`config.mk`:
```
export PLATFORM = sky130hd
export DESIGN_NAME = ax_shifter
export DESIGN_NICKNAME = d
export VERILOG_FILES = /design/src/rtl/ax_shift_pkg.sv /design/src/rtl/ax_shift_place.sv /design/src/rtl/ax_shift_ctrl.sv /design/src/rtl/ax_shifter.sv
export SDC_FILE = /design/constraint.sdc
export NUM_CORES = 1
export LEC_CHECK = 0
export BUFFER_PORTS_ARGS = -buffer_cell sky130_fd_sc_hd__buf_2
export CAP_MARGIN = 20
export CORE_MARGIN = 2
export CORE_UTILIZATION = 55
export CTS_CLUSTER_SIZE = 14
export DETAILED_ROUTE_END_ITERATION = 6
export PLACE_DENSITY = 0.8
export SLEW_MARGIN = 15
export SYNTH_ARGS = -nofsm -noshare
export SYNTH_HDL_FRONTEND = slang
export SYNTH_SLANG_ARGS = --single-unit
```
`constraint.sdc`:
```
create_clock -name clk -period 2.8 [get_ports clk]
set_clock_uncertainty 0.15 [all_clocks]
set_input_delay 0 -clock clk [delete_from_list [all_inputs] [get_ports clk]]
set_output_delay 0 -clock clk [all_outputs]
set_load 0.005 [all_outputs]
```
`src/rtl/ax_shift_pkg.sv`:
```
package ax_shift_pkg;

    typedef enum logic [2:0] {
        K_LOG  = 3'd0,
        K_ARI  = 3'd1,
        K_ROT  = 3'd2,
        K_NORM = 3'd3,
        K_COPY = 3'd4
    } kind_e;

    typedef enum logic [1:0] {
        S_IDLE   = 2'd0,
        S_SHIFT  = 2'd1,
        S_NORM   = 2'd2,
        S_FINISH = 2'd3
    } state_e;

endpackage

```
`src/rtl/ax_shift_place.sv`:
```
module ax_shift_place
    import ax_shift_pkg::*;
#(
    parameter int W = 16
) (
    input  kind_e          kind,
    input  logic           left,
    input  logic [W-1:0]   din,
    input  logic           ov_in,
    output logic [W-1:0]   dout,
    output logic           ov_out
);

    // One place of movement for a W-bit word plus the link bit.
    always_comb begin
        dout   = din;
        ov_out = ov_in;
        case (kind)
            K_LOG: begin
                if (left) dout = {din[W-2:0], 1'b0};
                else      dout = {1'b0, din[W-1:1]};
            end
            K_ARI: begin
                if (left) begin
                    dout   = {din[W-2:0], 1'b0};
                    ov_out = ov_in | (din[W-1] ^ din[W-2]);
                end else begin
                    dout = {din[W-1], din[W-1:1]};
                end
            end
            K_ROT: begin
                if (left) {ov_out, dout} = {din, ov_in};
                else      {dout, ov_out} = {ov_in, din};
            end
            default: ;
        endcase
    end

endmodule

```
`src/rtl/ax_shift_ctrl.sv`:
```
module ax_shift_ctrl
    import ax_shift_pkg::*;
#(
    parameter int CW = 5
) (
    input  logic          clk,
    input  logic          rst_n,
    input  logic          start,
    input  kind_e         kind_in,
    input  logic [CW-1:0] cnt_in,
    input  logic          norm_stop,
    output logic          busy,
    output logic          done,
    output logic          load,
    output logic          step_en,
    output logic          norm_step
);

    state_e        state_q, state_d;
    logic [CW-1:0] cnt_q, cnt_d;

    // State and count register
    always_ff @(posedge clk or negedge rst_n) begin
        if (!rst_n) begin
            state_q <= S_IDLE;
            cnt_q   <= '0;
        end else begin
            state_q <= state_d;
            cnt_q   <= cnt_d;
        end
    end

    // Next state
    always_comb begin
        state_d = state_q;
        cnt_d   = cnt_q;
        unique case (state_q)
            S_IDLE: begin
                if (start) begin
                    cnt_d = cnt_in;
                    if (kind_in == K_COPY)
                        state_d = S_FINISH;
                    else if (kind_in == K_NORM)
                        state_d = S_NORM;
                    else if (cnt_in == '0)
                        state_d = S_FINISH;
                    else
                        state_d = S_SHIFT;
                end
            end
            S_SHIFT: begin
                cnt_d = cnt_q - 1'b1;
                if (cnt_q == CW'(1)) state_d = S_FINISH;
            end
            S_NORM: begin
                if (norm_stop) state_d = S_FINISH;
            end
            S_FINISH: state_d = S_IDLE;
        endcase
    end

    // Outputs
    always_comb begin
        busy      = (state_q != S_IDLE);
        done      = (state_q == S_FINISH);
        load      = (state_q == S_IDLE) && start;
        step_en   = (state_q == S_SHIFT);
        norm_step = (state_q == S_NORM) && !norm_stop;
    end

endmodule

```
`src/rtl/ax_shifter.sv`:
```
module ax_shifter
    import ax_shift_pkg::*;
#(
    parameter int DW = 16,
    parameter int CW = 5
) (
    input  logic                     clk,
    input  logic                     rst_n,
    input  logic                     start,
    input  logic [2:0]               kind,
    input  logic                     left,
    input  logic [1:0]               sel,
    input  logic [CW-1:0]            count,
    input  logic [DW-1:0]            a_in,
    input  logic [DW-1:0]            x_in,
    input  logic                     ov_in,
    output logic [DW-1:0]            a_out,
    output logic [DW-1:0]            x_out,
    output logic                     ov_out,
    output logic [$clog2(DW)+1-1:0]  norm_places,
    output logic                     busy,
    output logic                     done
);

    localparam int NW = $clog2(DW) + 1;

    logic [DW-1:0] a_q, x_q;
    logic          ov_q;
    logic [NW-1:0] nplc_q;
    kind_e         kind_q;
    logic          left_q;
    logic [1:0]    sel_q;

    logic load, step_en, norm_step, norm_stop;
    logic copy_bit;

    assign norm_stop = (x_q == '0) || (x_q[DW-1] ^ x_q[DW-2]);

    ax_shift_ctrl #(.CW(CW)) ctrl_i (
        .clk       (clk),
        .rst_n     (rst_n),
        .start     (start),
        .kind_in   (kind_e'(kind)),
        .cnt_in    (count),
        .norm_stop (norm_stop),
        .busy      (busy),
        .done      (done),
        .load      (load),
        .step_en   (step_en),
        .norm_step (norm_step)
    );

    // One place of datapath: index 0 single register, index 1 the pair
    logic [2*DW-1:0] wide_in  [2];
    logic [2*DW-1:0] wide_out [2];
    logic            ov_nx    [2];

    assign wide_in[0] = {{DW{1'b0}}, (sel_q[0] ? x_q : a_q)};
    assign wide_in[1] = {a_q, x_q};

    for (genvar g = 0; g < 2; g++) begin : g_place
        localparam int PW = (g + 1) * DW;
        logic [PW-1:0] pout;
        ax_shift_place #(.W(PW)) place_i (
            .kind   (kind_q),
            .left   (left_q),
            .din    (wide_in[g][PW-1:0]),
            .ov_in  (ov_q),
            .dout   (pout),
            .ov_out (ov_nx[g])
        );
        assign wide_out[g] = (2*DW)'(pout);
    end

    assign copy_bit = sel[0] ? (left ? x_in[DW-1] : x_in[0])
                             : (left ? a_in[DW-1] : a_in[0]);

    always_ff @(posedge clk or negedge rst_n) begin
        if (!rst_n) begin
            a_q    <= '0;
            x_q    <= '0;
            ov_q   <= 1'b0;
            nplc_q <= '0;
            kind_q <= K_LOG;
            left_q <= 1'b0;
            sel_q  <= 2'd0;
        end else if (load) begin
            a_q    <= a_in;
            x_q    <= x_in;
            ov_q   <= (kind_e'(kind) == K_COPY) ? copy_bit : ov_in;
            nplc_q <= '0;
            kind_q <= kind_e'(kind);
            left_q <= left;
            sel_q  <= sel;
        end else if (step_en) begin
            ov_q <= sel_q[1] ? ov_nx[1] : ov_nx[0];
            if (sel_q[1]) begin
                a_q <= wide_out[1][2*DW-1:DW];
                x_q <= wide_out[1][DW-1:0];
            end else if (sel_q[0]) begin
                x_q <= wide_out[0][DW-1:0];
            end else begin
                a_q <= wide_out[0][DW-1:0];
            end
        end else if (norm_step) begin
            x_q    <= {x_q[DW-2:0], 1'b0};
            nplc_q <= nplc_q + 1'b1;
        end
    end

    assign a_out       = a_q;
    assign x_out       = x_q;
    assign ov_out      = ov_q;
    assign norm_places = nplc_q;

endmodule

```
======== After elaboration in Yosys (flattened, before gate mapping) ========
Index checks and enable logic that the tools add are counted.
storage, ports and cells
  logic and storage cells ................. 99
  bits in writable memories ............... 0
  bits in registers ....................... 51
  memory bits (read-only) ................. 0
  bits in latches ......................... 0
  bits of input ports ..................... 47
  memories ................................ 0
  output and inout port bits .............. 40
operators by class
  mux-type cells .......................... 43
  bitwise gates (word level) .............. 5
  $add $sub $neg .......................... 2
  eq/ne operators ......................... 18
  shifts and indexed selects .............. 0
  magnitude comparators ................... 0
  div/mod/pow operators ................... 0
  multipliers ............................. 0
  reductions and logical operators ........ 21
operator list
  operator               number
  $mux W16               13
  $mux W32               3
  $pmux W32 S3           1
  $pmux W16 S3           1
  $mux W5                4
  $logic_not A16 Y1      1
  $mux W2                6
  $reduce_and A3 Y1      4
  $mux W1                11
  $pmux W5 S2            1
  $pmux W2 S4            1
  $reduce_bool A2 Y1     4
  $eq A3 B2 Y1 const B   2
  $ne A6 B2 Y1 const B   1
  $reduce_bool A3 Y1     2
  $add A5 B1 Y5 const B  1
  $eq A5 B1 Y1 const B   1
  $logic_not A5 Y1       1
  $ne A5 B1 Y1 const B   1
  $sub A5 B1 Y5 const B  1
  $eq A2 B2 Y1 const B   2
  $ne A2 B1 Y1 const B   2
  $ne A2 B2 Y1 const B   2
  $ne A4 B3 Y1 const B   1
  16 further kinds       22

======== Logic depth before layout (Yosys ltp) ========
Gate-level depths: netlist (run 1).
  word-level depth ........................ 8
  gate-level depth with buffers ........... 9
  depth with buffers taken out ............ 7

======== Hierarchy ========
From an unflattened synthesis (run 1), not the netlist that was laid out.
unflattened totals
  cells, all modules ...................... 539
  area total of the unflattened synthesis .. 4845.9 um^2
modules (own cells, without submodules)
  module                               area each (um^2)  cells each  instances  seq. area each (um^2)
  ax_shifter                           3078.0            285         1          1101.1
  ax_shift_place (g_place[1].place_i)  747.0             118         1          0.0
  ax_shift_ctrl                        611.8             71          1          175.2
  ax_shift_place (g_place[0].place_i)  409.1             65          1          0.0

======== Least setup slack after synthesis (run 1) ========
No wires, ideal clock.
  path kind ............................... reg2reg
  start point ............................. register x_q[15] (netlist: x_out[15])
  end point ............................... register nplc_q[3] (netlist: norm_places[3])
  buffers on the path ..................... 1
  cell stages (with the launch flop) ...... 8
  arrival ................................. 1835 ps
  slack ................................... 746 ps
  period minus slack after synthesis ...... 2054 ps
  setup time .............................. 69 ps
  cell sequence ........................... dfrtp_1 > clkbuf_1 > inv_1 > ha_1 > nor2b_1 > nand2_2 > or4_1 > nand3_1
between the ends
  cells in the longest elaborated chain, start to end .. 6
  elaborated cells on any way between the ends .. 7
  classes of those cells .................. 1 x bitwise; 6 x reduce/logical
RTL lines
  item                                                line                 source
  start: declaration                                  ax_shifter.sv:27     logic [DW-1:0] a_q, x_q;
  start signal: assignment                            ax_shifter.sv:89     x_q <= x_in;
  start signal: assignment                            ax_shifter.sv:99     x_q <= wide_out[1][DW-1:0];
  start signal: assignment                            ax_shifter.sv:101    x_q <= wide_out[0][DW-1:0];
  $logic_not A16 Y1 or $xor A1 B1 Y1 (tied branches)  ax_shifter.sv:37     assign norm_stop = (x_q == '0) || (x_q[DW-1] ^ x_q[DW-2]);
  $logic_or A1 B1 Y1 (*)                              ax_shifter.sv:37
  $logic_not A1 Y1 (*)                                ax_shift_ctrl.sv:68  norm_step = (state_q == S_NORM) && !norm_stop;
  $logic_and A1 B1 Y1 (*)                             ax_shift_ctrl.sv:68
  $reduce_bool A2 Y1 (no source line) (*)             -
  $reduce_and A2 Y1 (no source line) (*)              -
  end signal: assignment                              ax_shifter.sv:107    nplc_q <= nplc_q + 1'b1;
  end: declaration                                    ax_shifter.sv:29     logic [NW-1:0] nplc_q;
Every way passes the cells marked *; elsewhere a longest branch is shown, timed or not.
A chain may end at the register's enable or synchronous reset.

======== Final worst setup path (run 1) ========
  start point ............................. register ctrl_i.state_q[1]
  end point ............................... register x_q[4] (netlist: x_out[4])
between the ends
  cells in the longest elaborated chain, start to end .. 4
  elaborated cells on any way between the ends .. 11
  classes of those cells .................. 4 x eq/ne; 2 x mux; 5 x reduce/logical
RTL lines
  item                                                         line                                      source
  start: declaration                                           ax_shift_ctrl.sv:19                       state_e state_q, state_d;
  start signal: assignment                                     ax_shift_ctrl.sv:28                       state_q <= state_d;
  $logic_not A2 Y1 or $eq A2 B2 Y1 (tied branches)             ax_shift_ctrl.sv:66, ax_shift_ctrl.sv:68
  $logic_and A1 B1 Y1 (on tied branches)                       ax_shift_ctrl.sv:66, ax_shift_ctrl.sv:68
  $ne A6 B2 Y1 (no source line), or another cell as far along  -
  $reduce_and A3 Y1 (no source line)                           -
Several ways; a longest one is shown, not always the timed one.

==> run metrics, run 1 <==
# diodes 0; max_cap viols 0; r2r startpoint ctrl_i.state_q[1]; Async SR Flop Fraction 100%; EDFF count, synth 0; largest family of logic cells by synthesized area compound AO/OA/AOI/OAI gates; kind of start point of the critical path register; postcts setup bufs 0; Synth top area share 28.5%; # H-tree levels 2; vias after detailed routing 4845; Net Count, Synth 624; Mapped Cells 568; Post-Synth Simple-Gate Area 20.4%; final net count 720; share of layout cells above drive strength 1 21.8%; largest net degree at the start of global routing 52; die footprint 8890 sq um; Remaining DRCs 0; FF-to-FF End x_out[4]; vias in the first global route 4542; leak pwr 2.22 nW; Worst Max-Slew Pin Slew 0.877 ns; post-route ant nets 0; VDD IR max 0.587 mV; GR Overflow Total 0; CP Class reg2reg; Min-Delay Path Class in2reg; Core Footprint 7810 sq um; Peak Freq 410 MHz; minimum clock period 2.44 ns; status completed; Finish-stage setup viols 0; post-synthesis mux area share 12.5%; Compound-Gate Fraction of Synth Area 26.9%; Mapped Area 4480 sq um; I/O pins 87; drt via density 6.32; GRT Overall Usage 31.7%; setup_tns 0 ns; Worst Reg-to-Reg Cells 8; Routed wire per std cell 17.8 um; Die Height 94.3 um; RSZ-0062 raised after global routing false; Rows 32; cell taking the most area after synthesis dfrtp_1; adder-cell share of the synthesized area 2.51%; Syn Area/Cell 7.89 sq um; final std cells w/o fill 767; clk buf depth 2; Worst-Skew Late Latency 0.31 ns; dominant synthesized flop cell dfrtp_1; critical path data required time 2.88 ns; GP Congestion 0.916; Reg clk slew, reported paths 0.10 ns; final-report max-slew violation count 0; Sink Count 51; Slew headroom 41.3%; CP arrival 2.52 ns; register area share after synthesis 28.5%; cell mode on critical path buf_4; Largest delay share family, worst path buffers and inverters; synth warn 0; Inst Count DP 713; CP Cell Sequence inv_1, ha_1, buf_4, nand2b_1, a32o_2, buf_4, nor2_1, a31oi_1; CTS tree yes; CP Max Fanout 28; Chip Width 94.3 um; Area Overhead vs Synth 20.4%; global-route wire length before repair 22600 um; Crit path buffers/inverters 3; drt first pass iters 5; Hold Crit Endpoint ctrl_i.cnt_q[1]; Distinct cells, synth 55; Hold Crit Depth 4; WL final 13600 um; Num CTS Buffers 5; slowest CP cell dfrtp_1; Root Buffer clkbuf_8; post-DP HPWL 9350 um; setup slack, reg-to-reg 0.36 ns; Starting Density 57.4%; synthesis-stage register bit count 51; Power Dens Cells 1250 nW/um^2; CP endpoint kind register; Synth area leaders dfrtp_1 (28%), mux2i_1 (7.4%), nand2_1 (6.9%); Final Hold Fails 0; initial drt markers 420; hold path start start; fin crit share 87.0%; XOR/XNOR Fraction of Synth Area 0.586%; Worst path max stage delay 0.43 ns; IO buf count 86; antenna violations before repair 0
stage by stage:
step	util (%)	instance area [sq um]	setup WS, ns	hold WS (ns)	total power [mW]
final	69.2	5400	0.363	0.0205	6.77
after global routing	69.2	5400	0.119	0.0517	7.34
after CTS	69.1	5400	0.372	0.0112	6.66
after detailed placement	62.1	4850	0.388	0.0774	6.14
after global placement	62.1	4850	0.516	0.0624	6.01
after floorplan	-	4480	0.746	-0.446	5.07
area by class of cell:
cell class,instances,area [sq um]
Clock buffer,5,68.8
Clock inverter,3,20.0
Fill cell,645,2410
Inverter,14,52.6
Multi-Input combinational cell,443,2820
Sequential cell,51,1280
Tap cell,102,128
Timing Repair Buffer,149,1030
sequential cells by signal, indices dropped and copies added (netlist names):
| register | cells |
|---|---|
| a_out | 16 |
| ctrl_i.cnt_q | 5 |
| ctrl_i.state_q | 2 |
| kind_q | 3 |
| left_q | 1 |
| norm_places | 5 |
| ov_out | 1 |
| sel_q | 2 |
| x_out | 16 |
power breakdown:
part           total, mW  internal (mW)  switching, mW
Clock              0.442          0.175          0.268
Sequential          1.83           1.10          0.731
Combinational       4.49           1.92           2.56
Total               6.77           3.20           3.56
layer usage:
| metal | track usage, % | wire [um] | up-vias |
|---|---|---|---|
| li1 | - | - | 2273 |
| met1 | 46.8 | 6090 | 2269 |
| met2 | 48.0 | 6090 | 267 |
| met3 | 5.06 | 1190 | 36 |
| met4 | 8.45 | 280 | 0 |
| met5 | 0 | 0 | - |
logic make-up after synthesis:
logic type      Yosys count
buf+inv                  74
simple gates            201
xor+xnor                  3
fa+ha+maj                 9
flops                    51
mux                      52
compound gates          178
worst max path at each step:
stage / to / slack, ns / depth (start not counted) / startpoint
after detailed placement: a_out[9] / 0.39 / 5 / ctrl_i.state_q[0]
after CTS: a_out[9] / 0.37 / 5 / ctrl_i.state_q[0]
after global routing: a_out[9] / 0.12 / 5 / ctrl_i.state_q[0]
after global placement: a_out[10] / 0.52 / 5 / ctrl_i.state_q[0]
after floorplan: norm_places[3] / 0.75 / 7 / x_out[15]
final: x_out[4] / 0.36 / 8 / ctrl_i.state_q[1]
synth_stat cells (9+ instances only):
library cell / number
nand2_1: 83
nor2_1: 68
buf_2: 22
mux2i_1: 33
mux2_2: 17
ha_1: 9
a31oi_1: 32
dfrtp_1: 51
a211oi_1: 12
o21ai_0: 19
o22ai_1: 17
a21oi_1: 28
nand3_1: 14
inv_1: 13
o2bb2ai_1: 14
o211ai_1: 32
clkbuf_1: 23
worst register-to-register path: stages (launching register included):
cell and delay (ns):
dfrtp_1 0.43, inv_1 0.11, ha_1 0.35, buf_4 0.24, nand2b_1 0.24, a32o_2 0.28
buf_4 0.30, nor2_1 0.07, a31oi_1 0.17
cells in the final DEF (no fill, tap or decap), drive strengths merged, types with 2 or more instances in the layout:
| cell type | count |
|---|---|
| a211oi | 12 |
| a21o | 2 |
| a21oi | 28 |
| a221oi | 2 |
| a31oi | 34 |
| and2 | 2 |
| and3 | 3 |
| buf | 103 |
| clkbuf | 5 |
| clkinvlp | 2 |
| dfrtp | 51 |
| dlygate4sd3 | 46 |
| ha | 9 |
| inv | 14 |
| mux2 | 18 |
| mux2i | 33 |
| nand2 | 84 |
| nand2b | 5 |
| nand3 | 14 |
| nand3b | 2 |
| nand4 | 3 |
| nor2 | 70 |
| nor2b | 3 |
| nor3 | 6 |
| nor4 | 4 |
| nor4b | 2 |
| o211ai | 34 |
| o21ai | 20 |
| o221ai | 2 |
| o22ai | 17 |
| o2bb2ai | 14 |
| o31ai | 7 |
| or4 | 2 |
| xor2 | 3 |
repair_timing:
action,in CTS,in global routing
gates resized for setup,0,0
hold endpoints to repair,95,0
hold buffers,46,0
(Power assumes the default switching activity.)
==> run 2, diff against run 1 <==
--- a/config.mk
+++ b/config.mk
@@ -7,11 +7,13 @@
 export LEC_CHECK = 0
 export BUFFER_PORTS_ARGS = -buffer_cell sky130_fd_sc_hd__buf_2
 export CAP_MARGIN = 20
+export CELL_PAD_IN_SITES_DETAIL_PLACEMENT = 1
+export CELL_PAD_IN_SITES_GLOBAL_PLACEMENT = 2
 export CORE_MARGIN = 2
-export CORE_UTILIZATION = 55
+export CORE_UTILIZATION = 33
 export CTS_CLUSTER_SIZE = 14
 export DETAILED_ROUTE_END_ITERATION = 6
-export PLACE_DENSITY = 0.8
+export PLACE_DENSITY = 0.83
 export SLEW_MARGIN = 15
 export SYNTH_ARGS = -nofsm -noshare
 export SYNTH_HDL_FRONTEND = slang
==> run 2 against run 1 <==
  * Critical path depth fell by 3
  * Count of clock-buffer cells in the layout did not move
  * Final area rose by 3.1%
  * Cell count rose by 9.6%
  * Hold slack got worse by 0.0043 ns
  * Die area rose by 64%
  * Sequential power rose by 3%
  * Total power rose by 5.7%
  * First-iteration DRC count fell by 24%
  * Highest routed layer unchanged
  * Register-to-register slack got worse by 0.06 ns
==> run metrics, run 2 (same netlist as run 1, synthesis figures left out) <==
GR Overflow Total 0; clk buf depth 2; Min-Delay Path Class in2reg; CP Class reg2reg; filler instances 1644; CP Cell Sequence inv_1, ha_1, nand2_1, nor2_1, a31oi_1; # diodes 0; fin crit share 89.1%; Sink Count 51; Power Dens Cells 1280 nW/um^2; Worst-Skew Late Latency 0.30 ns; setup_tns 0 ns; IO buf count 86; Die Height 121 um; WL final 16000 um; status completed; critical path data required time 2.78 ns; most common cell after layout, fill and taps aside buf_2; Starting Density 33.9%; Worst path max stage delay 0.72 ns; initial drt markers 320; Area Overhead vs Synth 24.2%; CTS tree yes; final net count 720; Largest delay share family, worst path simple AND/OR/NAND/NOR gates; postcts setup bufs 0; Final Hold Fails 0; most frequent cells in the layout buf_2 (86), nand2_1 (83), nor2_1 (68), dfrtp_1 (51), dlygate4sd3_1 (44); CP arrival 2.47 ns; minimum clock period 2.50 ns; CP endpoint kind register; Num CTS Buffers 5; post-route ant nets 0; max_cap viols 0; largest net degree at the start of global routing 33; global-route wire length before repair 26300 um; Routed wire per std cell 19.0 um; slowest CP cell nor2_1; kind of start point of the critical path register; antenna violations before repair 0; post-DP HPWL 11300 um; drt via density 5.61; share of layout cells above drive strength 1 22.1%; Total Power 7.15 mW; GP Congestion 0.842; I/O pins 87; VDD IR max 0.370 mV; vias after detailed routing 4722; drt first pass iters 5; Chip Width 121 um; leak pwr 2.26 nW; Worst Max-Slew Pin Slew 0.880 ns; # H-tree levels 2; Crit path buffers/inverters 1; Finish-stage setup viols 0; RSZ-0062 raised after global routing false; Rows 42; Root Buffer clkbuf_16; GRT Overall Usage 22.3%; die footprint 14500 sq um; Core Footprint 13200 sq um; Hold Worst Slack 0.0161 ns; vias in the first global route 4925; final-report max-slew violation count 0; Peak Freq 401 MHz; Slew headroom 41.1%; Reg clk slew, reported paths 0.07 ns; Remaining DRCs 0; CP Max Fanout 17
## run 2: cell count changes in the layout (fill, tap and decap cells not counted), sizes merged
cell,change
clkinvlp,-1
clkinv,-1
bufinv,+1
dlygate4sd3,-2
inv,+1
buf,+2
## run 2: metal layers
| layer | routed length [um] | track usage [%] |
|---|---|---|
| met5 | 0 | 0 |
| met3 | 519 | 2.50 |
| met4 | 167 | 4.43 |
| met1 | 7760 | 31.8 |
| met2 | 7540 | 36.7 |
## run 2: tightest hold or removal path, cell delays in order
cell and delay, ns:
buf_2 0.09, nand2_1 0.06, o21ai_0 0.11, o211ai_2 0.10, o21ai_1 0.07
## run 2: cell type report
cell class	count	area (sq um)	area share [%]
clock buffer	5	125	2.25
clock inverter	3	46.3	0.832
inverter	14	52.6	0.944
multi-input combinational	443	2820	50.7
sequential	51	1280	22.9
tap	176	220	3.96
timing repair buffer	149	1030	18.4
## run 2: path summary, 6_finish.rpt
path                                    from              end  slack, ns  cells past startpoint
max                        ctrl_i.state_q[1]         a_out[1]       0.30                      5
min                                 x_in[15]        x_out[15]       0.02                      5
max reg2reg                ctrl_i.state_q[1]         a_out[1]       0.30                      5
min reg2reg                   norm_places[2]   norm_places[2]       0.40                      1
max in group asynchronous              rst_n         x_out[0]       1.57                      3
min in group asynchronous              rst_n  ctrl_i.cnt_q[2]       0.11                      2
## run 2: power breakdown
| group | leakage (nW) | internal [mW] | total [mW] | switching (mW) |
|---|---|---|---|---|
| logic | 1.60 | 1.93 | 4.53 | 2.60 |
| clock network | 0.0804 | 0.426 | 0.730 | 0.304 |
| registers | 0.576 | 1.10 | 1.89 | 0.788 |
## run 2: timing repair
item,4_1_cts,5_1_grt
hold buffers,44,0
gates resized for setup,0,0
endpoints found under the hold margin,69,0
## run 2: through the flow
step | instance area (sq um) | utilization [%] | setup slack, ns | instances
after global routing | 5570 | 42.0 | 0.0718 | 841
after global placement | 4950 | 37.4 | 0.422 | 789
after floorplan | 4480 | - | 0.746 | 568
after CTS | 5570 | 42.0 | 0.304 | 841
final | 5570 | 42.0 | 0.305 | 841
after detailed placement | 4950 | 37.4 | 0.324 | 789
==> run 3, diff against run 2 <==
--- a/config.mk
+++ b/config.mk
@@ -10,10 +10,10 @@
 export CELL_PAD_IN_SITES_DETAIL_PLACEMENT = 1
 export CELL_PAD_IN_SITES_GLOBAL_PLACEMENT = 2
 export CORE_MARGIN = 2
-export CORE_UTILIZATION = 33
+export CORE_UTILIZATION = 35
 export CTS_CLUSTER_SIZE = 14
 export DETAILED_ROUTE_END_ITERATION = 6
-export PLACE_DENSITY = 0.83
+export PLACE_DENSITY = 0.87
 export SLEW_MARGIN = 15
 export SYNTH_ARGS = -nofsm -noshare
 export SYNTH_HDL_FRONTEND = slang
==> constraint.sdc (replaced) <==
create_clock -name clk -period 2.9 [get_ports clk]
set_clock_uncertainty 0.15 [all_clocks]
set_input_delay 0 -clock clk [delete_from_list [all_inputs] [get_ports clk]]
set_output_delay 0 -clock clk [all_outputs]
set_load 0.005 [all_outputs]
==> run 3 against run 2 <==
  * Clock power shrank 12%
  * Critical path depth grew 2
  * Global-route usage rose by 1.5 points
  * First-iteration DRC count fell by 13%
  * Via count down 0.55%
  * Flip-flop and latch count did not move
  * Non-clock buffer count fell by 3
  * Sequential share of layout area grew 0.12 points
  * Largest cell class unchanged
==> run metrics, run 3 (same netlist as run 1, synthesis figures left out) <==
status completed; Starting Density 35.7%; fin area 5540 sq um; share of layout cells above drive strength 1 21.6%; critical path data required time 2.97 ns; die footprint 13700 sq um; Worst Max-Slew Pin Slew 0.899 ns; Core Footprint 12600 sq um; CP endpoint kind register; drt first pass iters 4; I/O pins 87; Sink Count 51; CTS tree yes; final-report max-slew violation count 0; Peak Freq 381 MHz; drt via density 5.63; global-route wire length before repair 25500 um; VDD IR max 0.328 mV; placed inst area 4930 sq um; CP Class reg2reg; CP Max Fanout 32; # diodes 0; postcts setup bufs 0; WL final 16100 um; # H-tree levels 2; Reg clk slew, reported paths 0.08 ns; leak pwr 2.24 nW; most common cell after layout, fill and taps aside buf_2; initial drt markers 280; vias after detailed routing 4696; Area Overhead vs Synth 23.5%; Min-Delay Path Class in2reg; Root Buffer clkbuf_16; final net count 717; minimum clock period 2.63 ns; Rows 41; Remaining DRCs 0; setup_tns 0 ns; GRT Overall Usage 23.8%; GR Overflow Total 0; clk buf depth 2; kind of start point of the critical path register; Power Dens Cells 1240 nW/um^2; Final Hold Fails 0; largest net degree at the start of global routing 42; Post-CTS Resized 0; most frequent cells in the layout buf_2 (86), nand2_1 (83), nor2_1 (68), dfrtp_1 (51), dlygate4sd3_1 (45); Num CTS Buffers 5; Routed wire per std cell 19.3 um; Die Height 117 um; Slew headroom 39.8%; Worst-Skew Late Latency 0.30 ns; IO buf count 86; Finish-stage setup viols 0; vias in the first global route 4661; post-DP HPWL 11400 um; post-route ant nets 0; fin crit share 90.5%; Chip Width 117 um; RSZ-0062 raised after global routing false; GP Congestion 0.848; antenna violations before repair 0; CP arrival 2.70 ns; max_cap viols 0
run 3: per-layer routing:
layer | global-route usage [%] | vias to the layer above | wire length (um)
li1 | - | 2260 | -
met3 | 3.09 | 11 | 567
met4 | 5.41 | 0 | 183
met1 | 33.6 | 2328 | 7710
met5 | 0 | - | 0
met2 | 38.8 | 97 | 7610
run 3: area by class of cell:
| class | count | area, sq um |
|---|---|---|
| Fill cell | 1543 | 7030 |
| Multi-Input combinational cell | 443 | 2820 |
| Sequential cell | 51 | 1280 |
| Timing Repair Buffer | 146 | 1020 |
| Tap cell | 172 | 215 |
| Clock buffer | 5 | 125 |
| Inverter | 14 | 52.6 |
| Clock inverter | 3 | 28.8 |
run 3: final timing paths:
path	from	endpoint	slack, ns	cells after the start
worst max-delay path	x_out[15]	x_out[5]	0.27	7
worst min-delay path	x_in[15]	x_out[15]	0.01	5
worst max register to register	x_out[15]	x_out[5]	0.27	7
worst min register to register	norm_places[2]	norm_places[2]	0.39	1
max in group asynchronous	rst_n	a_out[2]	1.69	3
min in group asynchronous	rst_n	ctrl_i.cnt_q[0]	0.14	2
run 3: worst max-delay path: stages (launching register included):
cell	delay, ns
dfrtp_1	0.53
inv_1	0.11
ha_1	0.29
nor2b_1	0.33
nor2b_1	0.21
a32o_2	0.60
nor2_1	0.12
a31oi_1	0.19
run 3: repair_timing:
item,CTS,global route
setup endpoints to repair,0,0
hold buffers,45,0
hold endpoints to repair,75,0
run 3: power by group:
part	total, mW	internal, mW	switching [mW]
Combinational	4.40	1.85	2.55
Clock	0.640	0.330	0.310
Sequential	1.80	1.07	0.737
Total	6.84	3.24	3.60
run 3: through the flow:
stage          setup WS [ns]  std cells  hold WS (ns)  power, mW  utilization, %
3_5_place_dp           0.311        781       -0.0309       6.10            39.2
5_1_grt               0.0658        834        0.0129       7.44            44.1
2_1_floorplan          0.846        568        -0.446       4.90               -
4_1_cts                0.290        834        0.0180       6.82            44.1
3_3_place_gp           0.560        781       -0.0416       5.93            39.2
6_report               0.274        834        0.0105       6.84            44.1
